**config.mk**
```make
export PLATFORM = sky130hd
export DESIGN_NAME = cfc_ctrl
export DESIGN_NICKNAME = d
export VERILOG_FILES = /design/src/rtl/cfc_pkg.sv /design/src/rtl/cfc_core_stub.sv /design/src/rtl/cfc_chain.sv /design/src/rtl/cfc_ctrl.sv
export SDC_FILE = /design/constraint.sdc
export NUM_CORES = 2
export LEC_CHECK = 0
export BUFFER_PORTS_ARGS = -buffer_cell sky130_fd_sc_hd__buf_2
export CORE_MARGIN = 2
export CORE_UTILIZATION = 27
export CTS_CLUSTER_DIAMETER = 50
export DETAILED_ROUTE_END_ITERATION = 8
export GPL_ROUTABILITY_DRIVEN = 0
export PLACE_DENSITY_LB_ADDON = 0.25
export SYNTH_ARGS = -nofsm -noshare
export SYNTH_HDL_FRONTEND = slang
export SYNTH_HIERARCHICAL = 1
export SYNTH_SLANG_ARGS = --single-unit
```
**constraint.sdc**
```tcl
create_clock -name clk -period 15.6 [get_ports clk]
set_input_delay 0.78 -clock clk [delete_from_list [all_inputs] [get_ports clk]]
set_output_delay 0.78 -clock clk [all_outputs]
set_load 0.01 [all_outputs]
```
**src/rtl/cfc_pkg.sv**
```systemverilog
package cfc_pkg;
  typedef enum logic [3:0] {
    S_IDLE, S_XRD, S_KRQ, S_KRS, S_BRQ, S_BRS, S_GO, S_CORE, S_WRQ
  } cfc_state_t;

  localparam int XR_KEY = 0;
  localparam int XR_BEG = 1;
  localparam int XR_END = 2;
  localparam int XR_CTL = 3;
  localparam int XR_IVL = 4;
  localparam int XR_IVH = 5;
  localparam int XR_N   = 6;

  // key words needed for a round code: 2*(rounds+1), rounds = 10/12/14
  function automatic int unsigned key_words(input logic [1:0] rc);
    int unsigned r;
    r = (rc == 2'd0) ? 10 : (rc == 2'd1) ? 12 : 14;
    return 2 * (r + 1);
  endfunction
endpackage

```
**src/rtl/cfc_core_stub.sv**
```systemverilog
module cfc_core_stub #(
  parameter int DW    = 64,
  parameter int MAXKW = 30,
  parameter int LAT   = 4
) (
  input  logic                     clk,
  input  logic                     rst_n,
  input  logic                     key_we,
  input  logic [$clog2(MAXKW)-1:0] key_idx,
  input  logic [DW-1:0]            key_wd,
  input  logic [5:0]               nkw,
  input  logic                     go,
  input  logic [2*DW-1:0]          din,
  output logic                     done,
  output logic [2*DW-1:0]          dout
);
  localparam int CW = $clog2(LAT + 1);

  logic [DW-1:0]   kreg [MAXKW];
  logic [2*DW-1:0] data_q;
  logic [2*DW-1:0] kfold;
  logic [CW-1:0]   cnt;

  // key store is deliberately never cleared
  always_ff @(posedge clk) begin
    if (key_we) kreg[key_idx] <= key_wd;
  end

  always_comb begin
    kfold = '0;
    for (int i = 0; i < MAXKW / 2; i++)
      if (2 * i < int'(nkw)) kfold = kfold ^ {kreg[2*i+1], kreg[2*i]};
  end

  always_ff @(posedge clk or negedge rst_n) begin
    if (!rst_n) begin
      cnt    <= '0;
      data_q <= '0;
    end else if (go) begin
      cnt    <= CW'(LAT);
      data_q <= din;
    end else if (cnt != '0) begin
      cnt <= cnt - 1'b1;
    end
  end

  assign done = (cnt == CW'(1));
  assign dout = data_q ^ kfold;
endmodule

```
**src/rtl/cfc_chain.sv**
```systemverilog
module cfc_chain #(
  parameter int BW = 128
) (
  input  logic          cbc,
  input  logic          dec,
  input  logic [BW-1:0] blk,
  input  logic [BW-1:0] prev,
  input  logic [BW-1:0] core_out,
  output logic [BW-1:0] core_in,
  output logic [BW-1:0] result,
  output logic [BW-1:0] next_prev
);
  assign core_in   = (cbc && !dec) ? (blk ^ prev) : blk;
  assign result    = (cbc && dec) ? (core_out ^ prev) : core_out;
  assign next_prev = dec ? blk : core_out;
endmodule

```
**src/rtl/cfc_ctrl.sv**
```systemverilog
module cfc_ctrl #(
  parameter int AW         = 16,
  parameter int DW         = 64,
  parameter int MAX_ROUNDS = 14,
  parameter int CORE_LAT   = 4,
  parameter int XW         = 3
) (
  input  logic          clk,
  input  logic          rst_n,
  input  logic          start,
  output logic          stop,
  output logic [XW-1:0] xr_addr,
  input  logic [DW-1:0] xr_rdata,
  output logic          mem_req_valid,
  input  logic          mem_req_ready,
  output logic          mem_req_we,
  output logic [AW-1:0] mem_req_addr,
  output logic [DW-1:0] mem_req_wdata,
  input  logic          mem_rsp_valid,
  input  logic [DW-1:0] mem_rsp_data
);
  import cfc_pkg::*;

  localparam int BW    = 2 * DW;
  localparam int MAXKW = 2 * (MAX_ROUNDS + 1);
  localparam int KW    = $clog2(MAXKW);

  cfc_state_t    st;
  logic [XW-1:0] xidx;
  logic [AW-1:0] key_ptr, cur, end_ptr, key_last;
  logic [1:0]    rcode, rc_last;
  logic          cbc, dec, key_ok, half, stop_q;
  logic [KW-1:0] kcnt;
  logic [BW-1:0] blk_q, res_q, prev_q;
  logic [5:0]    nkw;

  logic [BW-1:0] core_in, core_out, result, next_prev;
  logic          core_done, core_go, key_we, hs;

  assign nkw     = 6'(key_words(rcode));
  assign hs      = mem_req_valid && mem_req_ready;
  assign core_go = (st == S_GO);
  assign key_we  = (st == S_KRS) && mem_rsp_valid;

  assign xr_addr       = xidx;
  assign mem_req_valid = (st == S_KRQ) || (st == S_BRQ) || (st == S_WRQ);
  assign mem_req_we    = (st == S_WRQ);
  assign mem_req_addr  = (st == S_KRQ) ? (key_ptr + AW'(kcnt)) : (cur + AW'(half));
  assign mem_req_wdata = half ? res_q[BW-1:DW] : res_q[DW-1:0];
  assign stop          = stop_q;

  cfc_core_stub #(.DW(DW), .MAXKW(MAXKW), .LAT(CORE_LAT)) u_core (
    .clk(clk), .rst_n(rst_n), .key_we(key_we), .key_idx(kcnt),
    .key_wd(mem_rsp_data), .nkw(nkw), .go(core_go), .din(core_in),
    .done(core_done), .dout(core_out)
  );

  cfc_chain #(.BW(BW)) u_chain (
    .cbc(cbc), .dec(dec), .blk(blk_q), .prev(prev_q), .core_out(core_out),
    .core_in(core_in), .result(result), .next_prev(next_prev)
  );

  always_ff @(posedge clk or negedge rst_n) begin
    if (!rst_n) begin
      st       <= S_IDLE;
      xidx     <= '0;
      key_ptr  <= '0;
      cur      <= '0;
      end_ptr  <= '0;
      key_last <= '0;
      rcode    <= '0;
      rc_last  <= '0;
      cbc      <= 1'b0;
      dec      <= 1'b0;
      key_ok   <= 1'b0;
      half     <= 1'b0;
      stop_q   <= 1'b0;
      kcnt     <= '0;
      blk_q    <= '0;
      res_q    <= '0;
      prev_q   <= '0;
    end else begin
      stop_q <= 1'b0;
      unique case (st)
        S_IDLE: if (start) begin
          xidx <= '0;
          st   <= S_XRD;
        end
        S_XRD: begin
          xidx <= xidx + 1'b1;
          case (int'(xidx))
            XR_KEY: key_ptr <= xr_rdata[AW-1:0];
            XR_BEG: cur     <= xr_rdata[AW-1:0];
            XR_END: end_ptr <= xr_rdata[AW-1:0];
            XR_CTL: begin
              cbc   <= xr_rdata[0];
              dec   <= xr_rdata[1];
              rcode <= xr_rdata[3:2];
            end
            XR_IVL: prev_q[DW-1:0] <= xr_rdata;
            default: begin
              prev_q[BW-1:DW] <= xr_rdata;
              half <= 1'b0;
              kcnt <= '0;
              if (key_ok && key_last == key_ptr && rc_last == rcode) st <= S_BRQ;
              else st <= S_KRQ;
            end
          endcase
        end
        S_KRQ: if (hs) st <= S_KRS;
        S_KRS: if (mem_rsp_valid) begin
          if (6'(kcnt) == nkw - 6'd1) begin
            key_ok   <= 1'b1;
            key_last <= key_ptr;
            rc_last  <= rcode;
            st       <= S_BRQ;
          end else begin
            kcnt <= kcnt + 1'b1;
            st   <= S_KRQ;
          end
        end
        S_BRQ: if (hs) st <= S_BRS;
        S_BRS: if (mem_rsp_valid) begin
          if (!half) begin
            blk_q[DW-1:0] <= mem_rsp_data;
            half <= 1'b1;
            st   <= S_BRQ;
          end else begin
            blk_q[BW-1:DW] <= mem_rsp_data;
            half <= 1'b0;
            st   <= S_GO;
          end
        end
        S_GO: st <= S_CORE;
        S_CORE: if (core_done) begin
          res_q  <= result;
          prev_q <= next_prev;
          st     <= S_WRQ;
        end
        S_WRQ: if (hs) begin
          if (!half) begin
            half <= 1'b1;
          end else begin
            half <= 1'b0;
            if (cur + AW'(1) == end_ptr) begin
              stop_q <= 1'b1;
              st     <= S_IDLE;
            end else begin
              cur <= cur + AW'(2);
              st  <= S_BRQ;
            end
          end
        end
        default: st <= S_IDLE;
      endcase
    end
  end
endmodule

```
==> results.md <==
- Status: finished, violations left
- Violated checks: max-slew violations
- Port bufs: 218
- Final ANT Viol Nets: 0
- Number of synthesized flops with an enable pin: 1920
- Placed cells: 14307
- Max_slew headroom: -451.7%
- Post_cts resized: 0
- Gate Count Post-Synth: 8724
- Worst EP required: about 16000 ps
- Sequential-to-total area share from yosys stat: 61.65%
- Worst VDD drop: roughly 0.00012 V
- Endpoints failing hold: 0
- Skew-Pair Late Insertion Delay: 910 ps
- Fmax: approximately 0.16 GHz
- GRT Util Overall: 18.14%
- Yosys cell types: 73
- IO Count: 219
- CP Data Arrival Time: 7000 ps
- H-tree depth: 5
- Via count: 72358
- Routed len/inst: 27.58 um
- Final setup margin: 9342 ps
- Clk buf depth: 4
- CTS clock-pin slew for the worst setup and hold paths: 60 ps
- Final cell count without fillers: ~15000
- Synthesized cell area: 0.1179 sq mm
- Critical setup path kind: reg2reg
- Switching Share: 32.54%
- DRT Wirelength: 411.2 mm
- Initial antenna violation count: 84
- Postcts setup bufs: 0
- Nets: 9048
- Synth warnings: 6
- R2R depth: 13
- Starting Density: 27.13%
- Sequential cell fraction of total power: roughly 36%
- Clk pwr share: 31.3%
- Min Tclk post-route: about 6300 ps
- DP Area: between 0.1 and 0.15 sq mm
- Row Count: 242
- TritonCTS buffer count: 320
- Power per cell area: 177.4 mW/mm^2
- Hold Crit Class: in2async
- Largest net degree at the start of global routing: 149
- Wire length of the first global-routing pass: around 570 mm
- Pins over their slew limit: 794
- Initial drt markers: 6763
- Combinational power share: between 30% and 40%
- CP Launch Type: register
- Die Y-Extent: roughly 660 um
- Endpoint type of the worst setup path: register
- Layout Area Growth over Synthesis: 15.39%
- Clock skew: 73.15 ps
- Critical R2R Launch: rcode[1]$_DFFE_PN0P_
- Crit path max fanout: 54
- Detailed Place HPWL: 220.1 mm
- Pint: 16.28 mW
- Core Util, Final: 31.30%
- Leakage: 50.21 nW
- Asr flop ratio synth: 23.81%
- Setup slack, reg-to-reg: 9340 ps
- Core ar.: 0.4345 sq mm
- Via density per instance: 4.853
- Pre-CTS WS: between 9000 and 10000 ps
- Least-Margin Pin Slew: 8276 ps
- Clock root cell: clkbuf_16
- DRC viols: 0
- Final setup violation count: 0
- CTS tree: built
- Synth Area per Inst: 13.51 sq um
- Share of layout cells above drive strength 1: 16.87%
- Setup TNS: 0 ps
- Total design power: 24.13 mW
- Final hold slack: 21.98 ps
- Switching power: 7.853 mW
- Final period util: 40.11%
- Max-cap check violation count: 0
- RR Endpoint: prev_q[17]$_DFFE_PN0P_
- Ys flop type: edfxtp_1
- #FFs+latches synth: 2520
- Design area: 0.1360 sq mm
- Unrepaired setup endpoints after global routing: no
- Overflow after GRT: 0
- First-pass DRT Iterations: 5
- Vias in the first global route: roughly 73000
- Num Clock Sinks: 2520
- Die W: between 600 and 700 um
- Die ar.: 0.4419 sq mm
- Hold buffer count at cts: 0
registers in the layout, summed over array words and instances, names as in the netlist, 128 cells and up:
signal and flops:
blk_q 128, prev_q 128, res_q 128, u_core/data_q 128
u_core/kreg 1920
layout make-up:
class | count | area, sq um
timing repair buffer | 339 | 2072
tap | 5734 | 7174
clock inverter | 181 | 2058
inverter | 34 | 127.6
fill | 42839 | 298500
sequential | 2520 | 72680
clock buffer | 401 | 8641
antenna | 21 | 52.55
multi-input combinational | 5680 | 43210
cell families (layout without fill, tap and decap cells):
family | after synthesis | after routing | synth area share [%]
compound gates | 1206 | 1206 | 5.569
xor+xnor | 1849 | 1849 | 16.83
fa+ha+maj | 20 | 20 | 0.2187
buf+inv | 535 | 955 | 2.014
flops | 2520 | 2520 | 61.65
mux | 636 | 636 | 6.073
other cells | 2 | 34 | 0.006371
simple gates | 1956 | 1956 | 7.633
layout by cell type, fill, tap and decap left out, types with 27 or more instances in the layout:
cell	count
edfxtp_1	1920
nor2_1	58
nor2b_1	67
buf_4	116
nand2_1	1278
xor2_1	525
buf_2	217
mux2_2	633
nor3b_1	112
inv_1	33
o21ai_0	820
nor2_4	33
dfrtp_1	597
clkbuf_1	56
xnor3_1	265
a21oi_1	170
a21boi_0	113
nand3b_1	136
clkbuf_16	327
clkinv_4	27
bufinv_16	32
nand3_1	154
xnor2_1	1059
clkinv_2	40
inv_6	28
Yosys cell counts (8+ instances only):
cell | n | share of area, %
buf_2 | 112 | 0.48
buf_6 | 22 | 0.21
xor2_1 | 525 | 3.9
o21ai_0 | 821 | 3.5
nor2_1 | 91 | 0.29
buf_1 | 38 | 0.12
nand2b_1 | 8 | 0.042
o21ai_1 | 23 | 0.098
mux2_2 | 633 | 6.0
o31ai_1 | 13 | 0.083
nor3_1 | 9 | 0.038
nand2_1 | 1278 | 4.1
buf_4 | 16 | 0.10
xnor3_1 | 265 | 5.1
nor2b_1 | 67 | 0.36
nand4_1 | 15 | 0.080
dfrtp_1 | 600 | 13
a21boi_0 | 113 | 0.72
or4_1 | 10 | 0.064
nand3_1 | 155 | 0.66
ha_1 | 19 | 0.20
o22ai_1 | 10 | 0.053
clkbuf_1 | 313 | 1.0
nand3b_1 | 136 | 0.87
edfxtp_1 | 1920 | 49
a21oi_1 | 171 | 0.73
inv_1 | 33 | 0.11
nor3b_1 | 112 | 0.71
xnor2_1 | 1059 | 7.9
or3_1 | 26 | 0.14
or2_2 | 11 | 0.058
a32o_1 | 12 | 0.10
a21o_1 | 8 | 0.051
power groups by stage:
stage               combinational, mW  sequential [mW]  clock (mW)
floorplan                        5.76             8.52           0
global placement                 7.59             8.78           0
detailed placement               7.67             8.82           0
CTS                              7.71             8.68        7.70
global route                     8.44             8.79        7.96
finish                           7.90             8.69        7.55
worst max-delay path, cell delays in order, from the launching register on:
cell and delay (ps):
dfrtp_1 450, nand2b_1 400, o21a_2 210, buf_4 790, o21a_4 770, buf_4 740
buf_4 840, o21ai_0 240, xnor3_1 390, xnor3_1 210, xnor3_1 420, mux2_2 280
a21oi_1 120, o21ai_0 90
routing by layer:
metal	track usage, %	wire length [um]	vias up
met1	25.23	183200	38112
met4	4.623	10730	14
met3	2.351	24390	602
met2	29.82	192800	2434
li1	-	-	31196
met5	0	92	-
how the worst max path moves through the flow:
stage | startpoint | endpoint | depth (start not counted)
floorplan | st[2]$_DFFE_PN0P_ | u_core/kreg[12][0]$_DFFE_PP_ | 7
global placement | rcode[1]$_DFFE_PN0P_ | prev_q[17]$_DFFE_PN0P_ | 13
detailed placement | rcode[1]$_DFFE_PN0P_ | prev_q[17]$_DFFE_PN0P_ | 13
CTS | rcode[1]$_DFFE_PN0P_ | prev_q[17]$_DFFE_PN0P_ | 13
global route | rcode[1]$_DFFE_PN0P_ | prev_q[17]$_DFFE_PN0P_ | 13
finish | rcode[1]$_DFFE_PN0P_ | prev_q[17]$_DFFE_PN0P_ | 13
(Power assumes the default switching activity.)
